<file path="src/rtl/sysctr_pkg.sv">
package sysctr_pkg;

    localparam int CNT_W  = 64;
    localparam int FRAC_W = 32;
    localparam int REG_W  = 32;
    localparam int ADDR_W = 3;

    localparam logic [ADDR_W-1:0] A_CTRL  = 3'd0;
    localparam logic [ADDR_W-1:0] A_STAT  = 3'd1;
    localparam logic [ADDR_W-1:0] A_RATE  = 3'd2;
    localparam logic [ADDR_W-1:0] A_NFREQ = 3'd3;
    localparam logic [ADDR_W-1:0] A_COUNT = 3'd4;

    localparam int B_EN   = 0;
    localparam int B_HDBG = 1;
    localparam int B_FREQ = 8;

    typedef struct packed {
        logic freq_req;
        logic halt_dbg;
        logic enable;
    } ctrl_t;

    typedef struct packed {
        logic freq_ack;
        logic dbg_halted;
    } stat_t;

    typedef struct packed {
        logic              carry;
        logic [FRAC_W-1:0] sum;
    } phase_t;

    function automatic phase_t phase_step(input logic [FRAC_W-1:0] acc,
                                          input logic [FRAC_W-1:0] rate);
        logic [FRAC_W:0] wide;
        wide = {1'b0, acc} + {1'b0, rate};
        return '{carry: wide[FRAC_W], sum: wide[FRAC_W-1:0]};
    endfunction

    function automatic logic [REG_W-1:0] ctrl_word(input ctrl_t c);
        logic [REG_W-1:0] w;
        w = '0;
        w[B_EN]   = c.enable;
        w[B_HDBG] = c.halt_dbg;
        w[B_FREQ] = c.freq_req;
        return w;
    endfunction

    function automatic logic [REG_W-1:0] stat_word(input stat_t s);
        logic [REG_W-1:0] w;
        w = '0;
        w[B_HDBG] = s.dbg_halted;
        w[B_FREQ] = s.freq_ack;
        return w;
    endfunction

endpackage

</file>
<file path="src/rtl/sysctr_regs.sv">
module sysctr_regs
    import sysctr_pkg::*;
(
    input  logic              clk,
    input  logic              rst,
    input  logic              wr_en,
    input  logic [ADDR_W-1:0] wr_addr,
    input  logic [REG_W-1:0]  wr_data,
    output ctrl_t             ctrl,
    output logic [FRAC_W-1:0] rate,
    output logic [REG_W-1:0]  nom_freq
);
    always_ff @(posedge clk) begin
        if (rst) begin
            ctrl     <= '0;
            rate     <= '0;
            nom_freq <= '0;
        end else if (wr_en) begin
            case (wr_addr)
                A_CTRL: begin
                    ctrl.enable   <= wr_data[B_EN];
                    ctrl.halt_dbg <= wr_data[B_HDBG];
                    ctrl.freq_req <= wr_data[B_FREQ];
                end
                A_RATE:  rate     <= wr_data[FRAC_W-1:0];
                A_NFREQ: nom_freq <= wr_data;
                default: ;
            endcase
        end
    end
endmodule

</file>
<file path="src/rtl/sysctr_phase.sv">
module sysctr_phase
    import sysctr_pkg::*;
(
    input  logic              clk,
    input  logic              rst,
    input  logic              advance,
    input  logic [FRAC_W-1:0] rate,
    output logic              tick
);
    logic [FRAC_W-1:0] acc_q;
    phase_t            nxt;

    always_comb begin
        nxt  = phase_step(acc_q, rate);
        tick = advance & nxt.carry;
    end

    always_ff @(posedge clk) begin
        if (rst)          acc_q <= '0;
        else if (advance) acc_q <= nxt.sum;
    end
endmodule

</file>
<file path="src/rtl/sysctr_count.sv">
module sysctr_count
    import sysctr_pkg::*;
(
    input  logic             clk,
    input  logic             rst,
    input  logic             tick,
    output logic [CNT_W-1:0] count
);
    always_ff @(posedge clk) begin
        if (rst)       count <= '0;
        else if (tick) count <= count + CNT_W'(1);
    end
endmodule

</file>
<file path="src/rtl/sysctr_fc_hs.sv">
module sysctr_fc_hs (
    input  logic clk,
    input  logic rst,
    input  logic req,
    output logic ack
);
    always_ff @(posedge clk) begin
        if (rst) ack <= 1'b0;
        else     ack <= req;
    end
endmodule

</file>
<file path="src/rtl/sysctr_top.sv">
module sysctr_top
    import sysctr_pkg::*;
(
    input  logic              clk,
    input  logic              rst,
    input  logic              reg_valid,
    input  logic              reg_write,
    input  logic [ADDR_W-1:0] reg_addr,
    input  logic [REG_W-1:0]  reg_wdata,
    output logic [CNT_W-1:0]  reg_rdata,
    input  logic              dbg_halt_i,
    output logic [CNT_W-1:0]  count_o
);
    ctrl_t             ctrl;
    stat_t             stat;
    logic [FRAC_W-1:0] rate;
    logic [REG_W-1:0]  nom_freq;
    logic              halted;
    logic              advance;
    logic              tick;
    logic              fc_ack;

    sysctr_regs u_regs (
        .clk      (clk),
        .rst      (rst),
        .wr_en    (reg_valid & reg_write),
        .wr_addr  (reg_addr),
        .wr_data  (reg_wdata),
        .ctrl     (ctrl),
        .rate     (rate),
        .nom_freq (nom_freq)
    );

    always_comb begin
        halted  = ctrl.enable & ctrl.halt_dbg & dbg_halt_i;
        advance = ctrl.enable & ~halted;
    end

    sysctr_phase u_phase (
        .clk     (clk),
        .rst     (rst),
        .advance (advance),
        .rate    (rate),
        .tick    (tick)
    );

    sysctr_count u_count (
        .clk   (clk),
        .rst   (rst),
        .tick  (tick),
        .count (count_o)
    );

    sysctr_fc_hs u_fc (
        .clk (clk),
        .rst (rst),
        .req (ctrl.freq_req),
        .ack (fc_ack)
    );

    always_comb begin
        stat.dbg_halted = halted;
        stat.freq_ack   = fc_ack;
        case (reg_addr)
            A_CTRL:  reg_rdata = CNT_W'(ctrl_word(ctrl));
            A_STAT:  reg_rdata = CNT_W'(stat_word(stat));
            A_RATE:  reg_rdata = CNT_W'(rate);
            A_NFREQ: reg_rdata = CNT_W'(nom_freq);
            A_COUNT: reg_rdata = count_o;
            default: reg_rdata = '0;
        endcase
    end
endmodule

</file>
<file path="config.mk">
export PLATFORM = sky130hd
export DESIGN_NAME = sysctr_top
export DESIGN_NICKNAME = d
export VERILOG_FILES = /design/src/rtl/sysctr_pkg.sv /design/src/rtl/sysctr_regs.sv /design/src/rtl/sysctr_phase.sv /design/src/rtl/sysctr_count.sv /design/src/rtl/sysctr_fc_hs.sv /design/src/rtl/sysctr_top.sv
export SDC_FILE = /design/constraint.sdc
export NUM_CORES = 1
export LEC_CHECK = 0
export BUFFER_PORTS_ARGS = -buffer_cell sky130_fd_sc_hd__buf_2
export CELL_PAD_IN_SITES_DETAIL_PLACEMENT = 1
export CELL_PAD_IN_SITES_GLOBAL_PLACEMENT = 1
export CORE_MARGIN = 2
export CORE_UTILIZATION = 38
export DETAILED_ROUTE_END_ITERATION = 10
export PLACE_DENSITY = 0.78
export SLEW_MARGIN = 20
export SYNTH_ARGS = -nofsm -noshare
export SYNTH_HDL_FRONTEND = slang
export SYNTH_SLANG_ARGS = --single-unit
</file>
<file path="constraint.sdc">
create_clock -name clk -period 2.65 [get_ports clk]
set_input_delay 0.53 -clock clk [delete_from_list [all_inputs] [get_ports clk]]
set_output_delay 0.53 -clock clk [all_outputs]
set_load 0.005 [all_outputs]
</file>
* Word level (Yosys, flattened, before mapping) *
Index checks and enable logic that the tools add are counted.

storage, ports and cells
  register bits = 164
  bits of input ports = 40
  output and inout port bits = 128
  word-level logic and storage cells = 25

operators by class
  add/sub/neg operators = 2
  eq/ne operators = 4
  mux-type cells = 1
  bitwise gates (word level) = 6
  reductions and logical operators = 4

operator list
  cell                                                                    count
  64-bit one-hot mux with 5 select lines                                  1
  64-bit by 1-bit adder with 64-bit output (second input constant)        1
  32-bit by 32-bit adder with 33-bit output                               1
  3-bit by 2-bit equality test with 1-bit output (second input constant)  2
  2-bit AND reduction                                                     3
  1-bit AND                                                               5
  3-bit by 1-bit equality test with 1-bit output (second input constant)  1
  3-bit equality test (second input constant)                             1
  3-bit logical NOT                                                       1
  1-bit NOT                                                               1

* Logic depth before layout (Yosys ltp) *
Gate-level depths: netlist of the first run.

  depth in word-level cells = 5
  depth in mapped cells = 11
  gate-level depth less buffers = 9

* By module *
Synthesis of the first run repeated with hierarchy kept, for this count alone.

second synthesis, totals
  cell total of the unflattened synthesis = 1106
  area, all modules = 9644.2 µm²

modules (own cells, without submodules)
  module        times used  cells each  area each (µm²)  seq. area each (µm²)
  sysctr_count  1           347         3027.9           1281.2
  sysctr_phase  1           350         2830.2           640.6
  sysctr_regs   1           258         2791.4           1341.3
  sysctr_top    1           149         960.9            0.0
  sysctr_fc_hs  1           2           33.8             20.0

* Least setup slack after synthesis of the first run *
No wires, ideal clock.

  path type = reg-to-reg
  from = reg u_regs.rate[0]
  to = reg u_count.count[19]
  library setup time = 0.123 ns
  data arrival time = 2.670 ns
  required time = 2.527 ns
  slack = -0.143 ns
  cell stages (with the launch flop) = 11
  buffers on the path = 1
  clock period less this slack = 2.793 ns
  cell sequence = dfxtp_1 -> ha_1 -> fa_1 -> a211oi_1 -> o21ai_1 -> a21oi_1 -> o31ai_4 -> a31oi_4 -> buf_4 -> nor4_1 -> mux2_1

on the way
  word-level cells in the longest chain between the ends = 2

ends and longest elaborated chain
  what                                       RTL line            source
  from (decl)                                sysctr_regs.sv:10   output logic [FRAC_W-1:0] rate,
  from (signal assigned)                     sysctr_regs.sv:25   A_RATE: rate <= wr_data[FRAC_W-1:0];
  32-bit by 32-bit adder with 33-bit output  sysctr_pkg.sv:37    wide = {1'b0, acc} + {1'b0, rate};
  1-bit AND                                  sysctr_phase.sv:15  tick = advance & nxt.carry;
  to (signal assigned)                       sysctr_count.sv:11  else if (tick) count <= count + CNT_W'(1);
  to (decl)                                  sysctr_count.sv:7   output logic [CNT_W-1:0] count

No other way between the ends.
A chain may end at the register's enable or synchronous reset.

* Final worst setup path of the first run *
  from = reg u_regs.rate[23]
  to = reg u_count.count[19]

The elaborated chain is that of the path after synthesis.

==> impl_metrics.py, run 1 <==
metrics = {
    "clocking": {
        "cts_tree": "done",
        "clkSinkCount": 164,
        "clockBufferDepth": 2,
        "clk_pin_slew_ns": 0.07,
        "cts-root-buf": "clkbuf_16",
        "cts_max_level": 4,
        "clk-insertion-delay-late_ns": 0.45,
        "postCtsHoldBufs": 0,
        "cts_buffers": 17,
    },
    "synthesis": {
        "synthDominantCellAreaShare_pct": 32.7,
        "ys_warn_count": 0,
        "synthesis.nets": 1381,
        "synth-edff-count": 0,
        "syn_area_sq_mm": 0.0100,
        "synthTopCellsByArea": "dfxtp_1, nand2_1, a21oi_1, ha_1, clkbuf_1",
        "yosys.area.top_type": "dfxtp_1",
        "yosysSeqAreaShare_pct": 32.7,
        "syn_inst": 1307,
        "ys_ff_latch": 164,
        "synthArstFlopShare_pct": 0,
        "ys_types": 75,
        "syn_avg_cell_area_sq_um": 7.67,
        "ys.flop_type": "dfxtp_1",
    },
    "worst_setup_path": {
        "crit_slowest_cell": "dfxtp_1",
        "critPathBufInv": 2,
        "endpoint": "u_count.count[19]$_SDFFE_PP0P_",
        "r2r_end": "u_count.count[19]$_SDFFE_PP0P_",
        "path_delay_family": "compound AO/OA/AOI/OAI gates",
        "start_kind": "flop",
        "setup.worst_path.end_class": "flop",
        "reg2reg_depth": 10,
        "r2r_slack_ns": -0.22,
        "arrival_ns": 3.19,
        "worstReg2RegStart": "u_regs.rate[23]$_SDFFE_PP0P_",
        "cp.required_ns": 2.97,
        "cp.depth": 10,
        "startpoint": "u_regs.rate[23]$_SDFFE_PP0P_",
        "cp_max_fo": 7,
        "critPathMaxStageDelay_ns": 0.43,
        "crit_chain": "ha_2 -> a21oi_1 -> o21ai_2 -> nor3_2 -> o31ai_4 -> a31oi_4 -> buf_4 -> clkbuf_16 -> nor4_4 -> mux2_1",
        "critPathKind": "flop to flop",
    },
    "finish": {
        "area_delta_synth_final_pct": 39.1,
        "fillCellCount": 3119,
        "multi_input_area_sq_mm": 0.00716,
        "layout-drive-gt1-share_pct": 33.7,
        "final_area_sq_mm": 0.0140,
        "nNetsFinal": 1622,
        "seq_area_sq_mm": 0.00330,
        "num_antenna_cells": 0,
    },
    "global_routing": {
        "antenna_found_initial": 2,
        "grt-ovfl-total": 0,
        "grt_max_degree": 94,
        "grt_pass1_vias": 11400,
        "grt_pass1_wl_um": 63600,
        "grt_usage_pct": 28.2,
    },
    "min_path": {
        "hold_path.class": "input pin to flop",
        "worst_hold_path.num_cells": 3,
    },
    "timing": {
        "period_minus_slack_ns": 2.87,
        "hold_ws_ns": 0.326,
        "rsz0062_at_grt": "yes",
        "hold_viol_final": 0,
        "tns_ns": -5.18,
        "finClkSkew_ns": 0.0164,
        "layout_setup_ws_ns": -0.220,
        "max_freq_mhz": 348,
        "maxSlewViolCount": 0,
        "fin_crit_sh_pct": 108,
        "worst_pin_slew_ns": 0.781,
        "max-slew-margin-rel_pct": 48.0,
        "final-setup-viol-count": 61,
    },
    "run_status": {
        "status": "finished with violations",
        "violations": "setup timing",
    },
    "power_and_ir_drop": {
        "ir_worst_vdd_mv": 0.310,
        "power_leakage_nw": 5.54,
        "power.density_mw_per_mm2": 389,
        "total_power_w": 0.00543,
    },
    "routing": {
        "met2WireLength_um": 22600,
        "wl_met3_um": 3590,
        "post-route-drc-count": 0,
        "routed_via_density": 6.39,
        "num_vias": 12100,
        "top_layer_used": "met5",
        "antenna_left": 0,
        "wl_per_cell_um": 25.1,
        "routed_wl_um": 47600,
        "m1WireLength_um": 19000,
        "first_iter_violations": 1104,
        "first_pass_iters": 6,
    },
    "placement": {
        "placed_area_sq_mm": 0.0120,
        "gp_congestion": 0.892,
        "io_buffers": 167,
        "post-place-ws_ns": -0.134,
        "dp_hpwl_um": 28300,
    },
    "run": {
        "drv_cap": 0,
    },
    "die": {
        "ios": 168,
        "die_h_um": 166,
        "start_util_pct": 38.6,
        "dieWidth_um": 166,
        "coreArea_sq_mm": 0.0260,
        "num_rows": 59,
        "die-area_sq_mm": 0.0277,
    },
}
layout make-up:
class | instances | share of cell area (%)
clock inverter | 15 | 1.20
inverter | 22 | 0.592
clock buffer | 17 | 3.05
multi-input combinational | 1018 | 51.3
timing repair buffer | 325 | 17.2
sequential | 164 | 23.6
tap | 335 | 3.00
power breakdown:
group	internal (W)	switching (W)
Sequential	0.00248	0.0000150
Clock	0.00142	0.00122
Combinational	0.0000983	0.000199
Total	0.00400	0.00143
worst min-delay path by stage:
stage                                     startpoint                          endpoint  slack [ns]
floorplan            u_regs.nom_freq[8]$_SDFFE_PP0P_   u_regs.nom_freq[8]$_SDFFE_PP0P_        0.43
global placement     u_regs.nom_freq[8]$_SDFFE_PP0P_   u_regs.nom_freq[8]$_SDFFE_PP0P_        0.44
detailed placement  u_regs.nom_freq[11]$_SDFFE_PP0P_  u_regs.nom_freq[11]$_SDFFE_PP0P_        0.45
CTS                                    reg_wdata[16]  u_regs.nom_freq[16]$_SDFFE_PP0P_        0.33
global route                           reg_wdata[26]      u_regs.rate[26]$_SDFFE_PP0P_        0.33
finish                                 reg_wdata[24]      u_regs.rate[24]$_SDFFE_PP0P_        0.33
cell usage after synthesis, types with 18 or more instances:
cell and count:
and3_1 24, a21oi_1 143, dfxtp_1 164, nor2_1 50, ha_1 33, or4_1 19, or2_2 24, nand4_1 32
nand3_1 42, inv_1 22, clkbuf_1 90, o311ai_0 22, nor3_1 18, nand2_1 239, o41ai_1 34, a22oi_1 29
and2_1 45, o21ai_0 55
layout by cell type (no fill, tap or decap), drive strengths merged, types with 8 or more instances in the layout:
master,Yosys,layout
or3,9,9
or4,20,20
a22oi,29,29
nor2,51,51
nand3,42,42
inv,22,31
and3,24,24
and4,14,14
ha,33,33
and2,46,46
xnor2,8,8
o2111ai,12,12
a21o,14,14
o41ai,34,34
o31ai,18,18
o311ai,24,24
clkbuf,90,26
a21oi,143,143
dfxtp,164,164
a211oi,12,12
nor3,19,19
o21ai,58,58
nand4,34,34
nor4,9,9
nor2b,17,17
nand2,239,239
mux2,12,12
or2,25,25
buf,13,316
worst reg2reg max path: stages, from the launching register on:
cell,delay (ns)
dfxtp_1,0.43
ha_2,0.36
a21oi_1,0.31
o21ai_2,0.15
nor3_2,0.32
o31ai_4,0.15
a31oi_4,0.26
buf_4,0.19
clkbuf_16,0.15
nor4_4,0.05
mux2_1,0.39
registers in the layout (all words and copies together), names as in the netlist:
register,cells
u_regs.ctrl,3
u_regs.nom_freq,32
u_count.count,64
u_fc.ack,1
u_regs.rate,32
u_phase.acc_q,32
routing by layer:
metal | track usage, % | vias up
met5 | 0 | -
met4 | 9.41 | 4
met3 | 3.59 | 176
met2 | 47.4 | 643
met1 | 37.4 | 5997
li1 | - | 5303
stage by stage:
step,util [%],cells
4_1_cts,49.2,1870
6_report,53.7,1896
3_3_place_gp,46.3,1837
2_1_floorplan,-,1307
5_1_grt,53.7,1896
3_5_place_dp,46.3,1837
what timing repair did:
item	CTS	global route
buffers inserted	1	16
gates cloned	0	10
pin swaps	6	59
endpoints found under the setup margin	68	67
resized for setup	26	159
cells by family after synthesis:
group,count (synthesis),synth area share [%]
and+or+nand+nor,558,28.4
adders and majority gates,34,4.32
buffers and inverters,125,5.02
AOI/OAI and AO/OA,393,26.2
DFF,164,32.7
xor gates and xnor gates,15,1.31
muxes,18,2.07
No activity file was read; power rests on OpenSTA's default activity.
==> inputs of run 2 (changes only) <==
--- a/config.mk
+++ b/config.mk
@@ -11,7 +11,8 @@
 export CORE_MARGIN = 2
 export CORE_UTILIZATION = 38
 export DETAILED_ROUTE_END_ITERATION = 10
-export PLACE_DENSITY = 0.78
+export PLACE_DENSITY_LB_ADDON = 0.1
+export REMOVE_ABC_BUFFERS = 1
 export SLEW_MARGIN = 20
 export SYNTH_ARGS = -nofsm -noshare
 export SYNTH_HDL_FRONTEND = slang
==> run 2 against run 1 <==
Effect of this change:
- the run still ends with setup timing left
- routed wire length down 14%
- non-clock buffer count up 15
- maximum frequency up 6.3%
- critical path type unchanged
==> impl_metrics.py, run 2 (synthesis gave the netlist of run 1 again) <==
metrics = {
    "run_status": {
        "status": "finished with violations",
        "violations": "setup timing",
    },
    "placement": {
        "gp_congestion": 0.878,
        "io_buffers": 167,
        "dp.cells": 1868,
        "dp_hpwl_um": 28100,
        "post-place-ws_ns": -0.316,
    },
    "global_routing": {
        "grt_max_degree": 134,
        "grt_usage_pct": 28.4,
        "antenna_found_initial": 2,
        "grt-ovfl-total": 0,
        "grt_pass1_wl_um": 63600,
        "grt_pass1_vias": 11500,
    },
    "routing": {
        "first_iter_violations": 544,
        "wl_per_cell_um": 21.3,
        "routed_wl_um": 40700,
        "post-route-drc-count": 0,
        "met2WireLength_um": 19600,
        "num_vias": 11200,
        "wl_met3_um": 2000,
        "routed_via_density": 5.87,
        "top_layer_used": "met5",
        "m1WireLength_um": 18200,
        "antenna_left": 0,
        "first_pass_iters": 6,
    },
    "finish": {
        "final_common_cell": "nand2_1",
        "regMostFlops": "u_count.count",
        "largest_register_ff_count": 64,
        "layout-drive-gt1-share_pct": 31.9,
        "stdcell_count": 1912,
        "final_cell_mix": "nand2_1, buf_2, dfxtp_1",
        "area_delta_synth_final_pct": 34.4,
        "nNetsFinal": 1637,
    },
    "clocking": {
        "cts_max_level": 4,
        "cts_buffers": 17,
        "cts_tree": "done",
        "clockBufferDepth": 2,
        "clkSinkCount": 164,
        "clk_pin_slew_ns": 0.07,
        "cts-root-buf": "clkbuf_16",
        "postCtsHoldBufs": 0,
        "clk-insertion-delay-late_ns": 0.44,
    },
    "worst_setup_path": {
        "endpoint": "u_count.count[49]$_SDFFE_PP0P_",
        "cp.required_ns": 3.02,
        "crit_slowest_cell": "or4_4",
        "arrival_ns": 3.07,
        "r2r_slack_ns": -0.05,
        "setup.worst_path.end_class": "flop",
        "path_delay_family": "compound AO/OA/AOI/OAI gates",
        "reg2reg_depth": 11,
        "critPathMaxStageDelay_ns": 0.53,
        "r2r_end": "u_count.count[49]$_SDFFE_PP0P_",
        "start_kind": "flop",
        "critPathBufInv": 3,
        "crit_chain": "ha_4 -> a21oi_2 -> buf_4 -> o211ai_2 -> a31oi_4 -> o31ai_4 -> a31oi_4 -> buf_6 -> clkbuf_16 -> or4_4 -> a21oi_2",
        "cp.depth": 11,
        "cp_max_fo": 6,
        "critPathKind": "flop to flop",
        "worstReg2RegStart": "u_regs.rate[9]$_SDFFE_PP0P_",
        "startpoint": "u_regs.rate[9]$_SDFFE_PP0P_",
    },
    "timing": {
        "layout_setup_ws_ns": -0.0493,
        "maxSlewViolCount": 0,
        "hold_viol_final": 0,
        "max_freq_mhz": 370,
        "finClkSkew_ns": 0.0120,
        "final-setup-viol-count": 14,
        "fin_crit_sh_pct": 102,
        "max-slew-margin-rel_pct": 51.2,
        "period_minus_slack_ns": 2.70,
        "worst_pin_slew_ns": 0.731,
        "hold_ws_ns": 0.336,
        "rsz0062_at_grt": "yes",
    },
    "die": {
        "dieWidth_um": 166,
        "die_h_um": 166,
        "coreArea_sq_mm": 0.0260,
        "die-area_sq_mm": 0.0277,
        "num_rows": 59,
        "ios": 168,
        "start_util_pct": 38.6,
    },
    "power_and_ir_drop": {
        "power_leakage_nw": 5.43,
        "power.density_mw_per_mm2": 397,
        "ir_worst_vdd_mv": 0.406,
    },
    "run": {
        "drv_cap": 0,
    },
    "min_path": {
        "hold_path.class": "input pin to flop",
        "worst_hold_path.num_cells": 3,
    },
}
[run 2: worst min-delay path, cell delays in order]
cell	delay (ns)
buf_2	0.10
nand2_1	0.05
a21oi_1	0.05
[run 2: metrics by stage]
stage / utilization, % / power (W) / setup TNS [ns] / instance area, sq um
final: 51.9 / 0.00535 / -0.270 / 13500
after global routing: 51.8 / 0.00551 / -3.01 / 13500
after CTS: 50.2 / 0.00538 / -0.0121 / 13000
after detailed placement: 47.1 / 0.00283 / -16.62 / 12200
after global placement: 47.1 / 0.00282 / -11.59 / 12200
after floorplan: - / 0.00263 / -123.33 / 9610
[run 2: power by group]
group / internal (W) / switching, W / leakage, nW
clock network: 0.00134 / 0.00123 / 0.288
registers: 0.00248 / 0.0000119 / 1.33
logic: 0.0000967 / 0.000193 / 3.81
[run 2: what timing repair did]
action                                  CTS  global route
pin swaps                                13            14
gates cloned                              0             3
gates resized for setup                  42            76
endpoints found under the setup margin   76            68
setup buffers                             2             6
[run 2: per-layer routing]
layer  track usage [%]  vias up
met2              48.0      271
met5                 0        -
met3              5.28       64
met1              36.6     5558
li1                  -     5321
met4              9.15        2
[run 2: worst min-delay path by stage]
stage	from	to	slack [ns]
6_report	reg_wdata[18]	u_regs.nom_freq[18]$_SDFFE_PP0P_	0.34
5_1_grt	reg_wdata[21]	u_regs.rate[21]$_SDFFE_PP0P_	0.34
4_1_cts	reg_wdata[18]	u_regs.nom_freq[18]$_SDFFE_PP0P_	0.33
3_5_place_dp	u_regs.nom_freq[11]$_SDFFE_PP0P_	u_regs.nom_freq[11]$_SDFFE_PP0P_	0.45
3_3_place_gp	u_regs.nom_freq[26]$_SDFFE_PP0P_	u_regs.nom_freq[26]$_SDFFE_PP0P_	0.44
2_1_floorplan	u_regs.nom_freq[8]$_SDFFE_PP0P_	u_regs.nom_freq[8]$_SDFFE_PP0P_	0.43
[run 2: area by class of cell]
| type | instances | area, sq um |
|---|---|---|
| fill | 3176 | 12500 |
| multi-input combinational | 1018 | 6730 |
| sequential | 164 | 3300 |
| timing repair buffer | 340 | 2360 |
| clock buffer | 17 | 425 |
| tap | 335 | 419 |
| clock inverter | 15 | 163 |
| inverter | 22 | 82.6 |
| antenna | 1 | 2.50 |
==> inputs of run 3 (changes only) <==
--- a/config.mk
+++ b/config.mk
@@ -5,11 +5,12 @@
 export SDC_FILE = /design/constraint.sdc
 export NUM_CORES = 1
 export LEC_CHECK = 0
+export ABC_AREA = 1
 export BUFFER_PORTS_ARGS = -buffer_cell sky130_fd_sc_hd__buf_2
 export CELL_PAD_IN_SITES_DETAIL_PLACEMENT = 1
 export CELL_PAD_IN_SITES_GLOBAL_PLACEMENT = 1
 export CORE_MARGIN = 2
-export CORE_UTILIZATION = 38
+export CORE_UTILIZATION = 36
 export DETAILED_ROUTE_END_ITERATION = 10
 export PLACE_DENSITY_LB_ADDON = 0.1
 export REMOVE_ABC_BUFFERS = 1
==> run 3 against run 2 <==
Effect of this change:
- largest power group unchanged
- non-clock buffer count shrank 148
- clock skew is 0.0050 ns higher
- sequential share of layout area up 0.72 points
- the run now ends clean
- worst setup slack better by 0.27 ns
- largest cell class unchanged
==> impl_metrics.py, run 3 <==
metrics = {
    "run_status": {
        "status": "finished clean",
    },
    "finish": {
        "regMostFlops": "u_count.count",
        "multi_input_area_sq_mm": 0.00673,
        "final_area_sq_mm": 0.0130,
        "largest_register_ff_count": 64,
        "post-route-util_pct": 42.7,
        "num_antenna_cells": 0,
        "final_common_cell": "nand2_1",
        "fillCellCount": 4200,
        "layout-drive-gt1-share_pct": 13.3,
        "nNetsFinal": 2103,
        "seq_area_sq_mm": 0.00328,
        "final_cell_mix": "nand2_1, nor2_1, inv_1",
        "area_delta_synth_final_pct": 17.2,
    },
    "clocking": {
        "cts_setup_buffers": 0,
        "cts_tree": "done",
        "cts-root-buf": "clkbuf_16",
        "clkSinkCount": 164,
        "clk-insertion-delay-late_ns": 0.45,
        "cts_buffers": 17,
        "postCtsHoldBufs": 0,
        "cts_resized": 0,
        "clockBufferDepth": 2,
        "cts_max_level": 4,
        "clk_pin_slew_ns": 0.07,
    },
    "placement": {
        "dp_hpwl_um": 34100,
        "io_buffers": 167,
        "placed_area_sq_mm": 0.0124,
        "gp_congestion": 0.910,
    },
    "worst_setup_path": {
        "r2r_slack_ns": 0.23,
        "reg2reg_depth": 14,
        "arrival_ns": 2.80,
        "cp_max_fo": 24,
        "r2r_end": "u_count.count[50]$_SDFFE_PP0P_",
        "setup.worst_path.end_class": "flop",
        "worstReg2RegStart": "u_regs.rate[0]$_SDFFE_PP0P_",
        "critPathKind": "flop to flop",
        "start_kind": "flop",
        "cp.required_ns": 3.02,
    },
    "synthesis": {
        "syn_avg_cell_area_sq_um": 5.90,
        "yosys-top-cells-count": "nand2_1, nor2_1, inv_1, dfxtp_1, nand3_1",
        "syn_inst": 1886,
        "ys_warn_count": 0,
        "yosysSeqAreaShare_pct": 29.5,
        "synth-edff-count": 0,
        "ys.flop_type": "dfxtp_1",
        "synth_most_common_cell": "nand2_1",
        "ys_types": 39,
        "ys_ff_latch": 164,
        "syn_area_sq_mm": 0.0111,
        "synthDominantCellAreaShare_pct": 29.5,
        "synthArstFlopShare_pct": 0,
        "synthTopCellsByArea": "dfxtp_1, nand2_1, nor2_1, inv_1, nand3_1",
        "yosys.area.top_type": "dfxtp_1",
    },
    "routing": {
        "wl_per_cell_um": 18.1,
        "antenna_left": 0,
        "num_vias": 12500,
        "first_pass_iters": 5,
        "routed_via_density": 5.12,
        "routed_wl_um": 44100,
        "first_iter_violations": 663,
        "post-route-drc-count": 0,
    },
    "timing": {
        "max-slew-margin-rel_pct": 55.3,
        "maxSlewViolCount": 0,
        "worst_pin_slew_ns": 0.670,
        "hold_viol_final": 0,
        "finClkSkew_ns": 0.0170,
        "final-setup-viol-count": 0,
        "hold_ws_ns": 0.352,
        "rsz0062_at_grt": "no",
        "fin_crit_sh_pct": 91.5,
        "max_freq_mhz": 412,
        "period_minus_slack_ns": 2.42,
        "tns_ns": 0,
    },
    "global_routing": {
        "antenna_found_initial": 0,
        "grt_max_degree": 73,
        "grt-ovfl-total": 0,
        "grt_pass1_wl_um": 69800,
        "grt_usage_pct": 27.0,
        "grt_pass1_vias": 12500,
    },
    "power_and_ir_drop": {
        "ir_worst_vdd_mv": 0.405,
        "comb_power_share_pct": 6.1,
        "power.switching_w": 0.00143,
        "p_seq_share_pct": 45.2,
        "power_leakage_nw": 5.90,
        "p_clk_share_pct": 48.7,
        "swShare_pct": 25.6,
        "p_int_w": 0.00416,
        "power.density_mw_per_mm2": 429,
    },
    "min_path": {
        "hold_path.class": "input pin to flop",
        "worst_hold_path.num_cells": 3,
        "hp-start": "reg_wdata[23]",
        "holdPathEnd": "u_regs.nom_freq[23]$_SDFFE_PP0P_",
    },
    "die": {
        "die_h_um": 180,
        "num_rows": 64,
        "coreArea_sq_mm": 0.0305,
        "die-area_sq_mm": 0.0323,
        "dieWidth_um": 180,
        "start_util_pct": 36.5,
        "ios": 168,
    },
    "run": {
        "drv_cap": 0,
    },
}
[run 3: logic make-up (layout without fill, tap and decap cells)]
| family | Yosys count | after routing | synth area share (%) |
|---|---|---|---|
| XOR/XNOR | 46 | 46 | 3.62 |
| buffers and inverters | 277 | 433 | 10.2 |
| AND/OR/NAND/NOR | 1147 | 1147 | 42.0 |
| adder cells (fa/ha/maj) | 34 | 34 | 3.89 |
| AO/OA/AOI/OAI | 218 | 218 | 10.8 |
| flip-flops | 164 | 164 | 29.5 |
[run 3: how the worst max path moves through the flow]
stage	startpoint	end	slack, ns	cells after the start
floorplan	dbg_halt_i	u_count.count[50]$_SDFFE_PP0P_	-1.62	4
global placement	reg_addr[2]	u_regs.rate[12]$_SDFFE_PP0P_	0.33	8
detailed placement	u_regs.rate[0]$_SDFFE_PP0P_	u_count.count[50]$_SDFFE_PP0P_	0.25	14
CTS	u_regs.rate[0]$_SDFFE_PP0P_	u_count.count[50]$_SDFFE_PP0P_	0.22	14
global route	u_regs.rate[0]$_SDFFE_PP0P_	u_count.count[49]$_SDFFE_PP0P_	0.04	14
finish	u_regs.rate[0]$_SDFFE_PP0P_	u_count.count[50]$_SDFFE_PP0P_	0.23	14
[run 3: cell type report]
| class | count | area share, % |
|---|---|---|
| multi-input cells | 1445 | 51.7 |
| inverters | 209 | 6.02 |
| well taps | 396 | 3.80 |
| repair buffers | 192 | 8.54 |
| clock inverters | 13 | 1.32 |
| clock buffers | 19 | 3.48 |
| flip-flops and latches | 164 | 25.2 |
[run 3: metal layers]
metal	part of all wire, %	global-route usage (%)
met5	0	0
met4	3.2	9.98
met3	3.2	2.98
met2	48	47.0
met1	46	34.4
[run 3: through the flow]
stage	setup WS [ns]	instances	total power [W]
6_report	0.225	2438	0.00559
4_1_cts	0.220	2438	0.00565
3_3_place_gp	0.331	2406	0.00291
2_1_floorplan	-1.62	1818	0.00275
5_1_grt	0.0427	2438	0.00580
3_5_place_dp	0.247	2406	0.00292
[run 3: power groups by stage]
stage,Clock [W],Sequential [W],Combinational [W]
4_1_cts,0.00278,0.00252,0.000343
5_1_grt,0.00289,0.00253,0.000381
3_3_place_gp,0,0.00258,0.000332
2_1_floorplan,0,0.00257,0.000174
3_5_place_dp,0,0.00258,0.000340
6_report,0.00273,0.00253,0.000342
[run 3: worst max-delay path, cell delays in order (launching register included)]
cell	delay (ns)
dfxtp_1	0.33
ha_1	0.24
fa_1	0.42
nand2_1	0.10
nand2_1	0.08
nand3_1	0.10
nand2_2	0.08
nand2_1	0.08
nand2_2	0.08
nand2_2	0.09
nand2_4	0.07
nand2_4	0.24
buf_12	0.22
nand2_1	0.08
a21oi_2	0.13
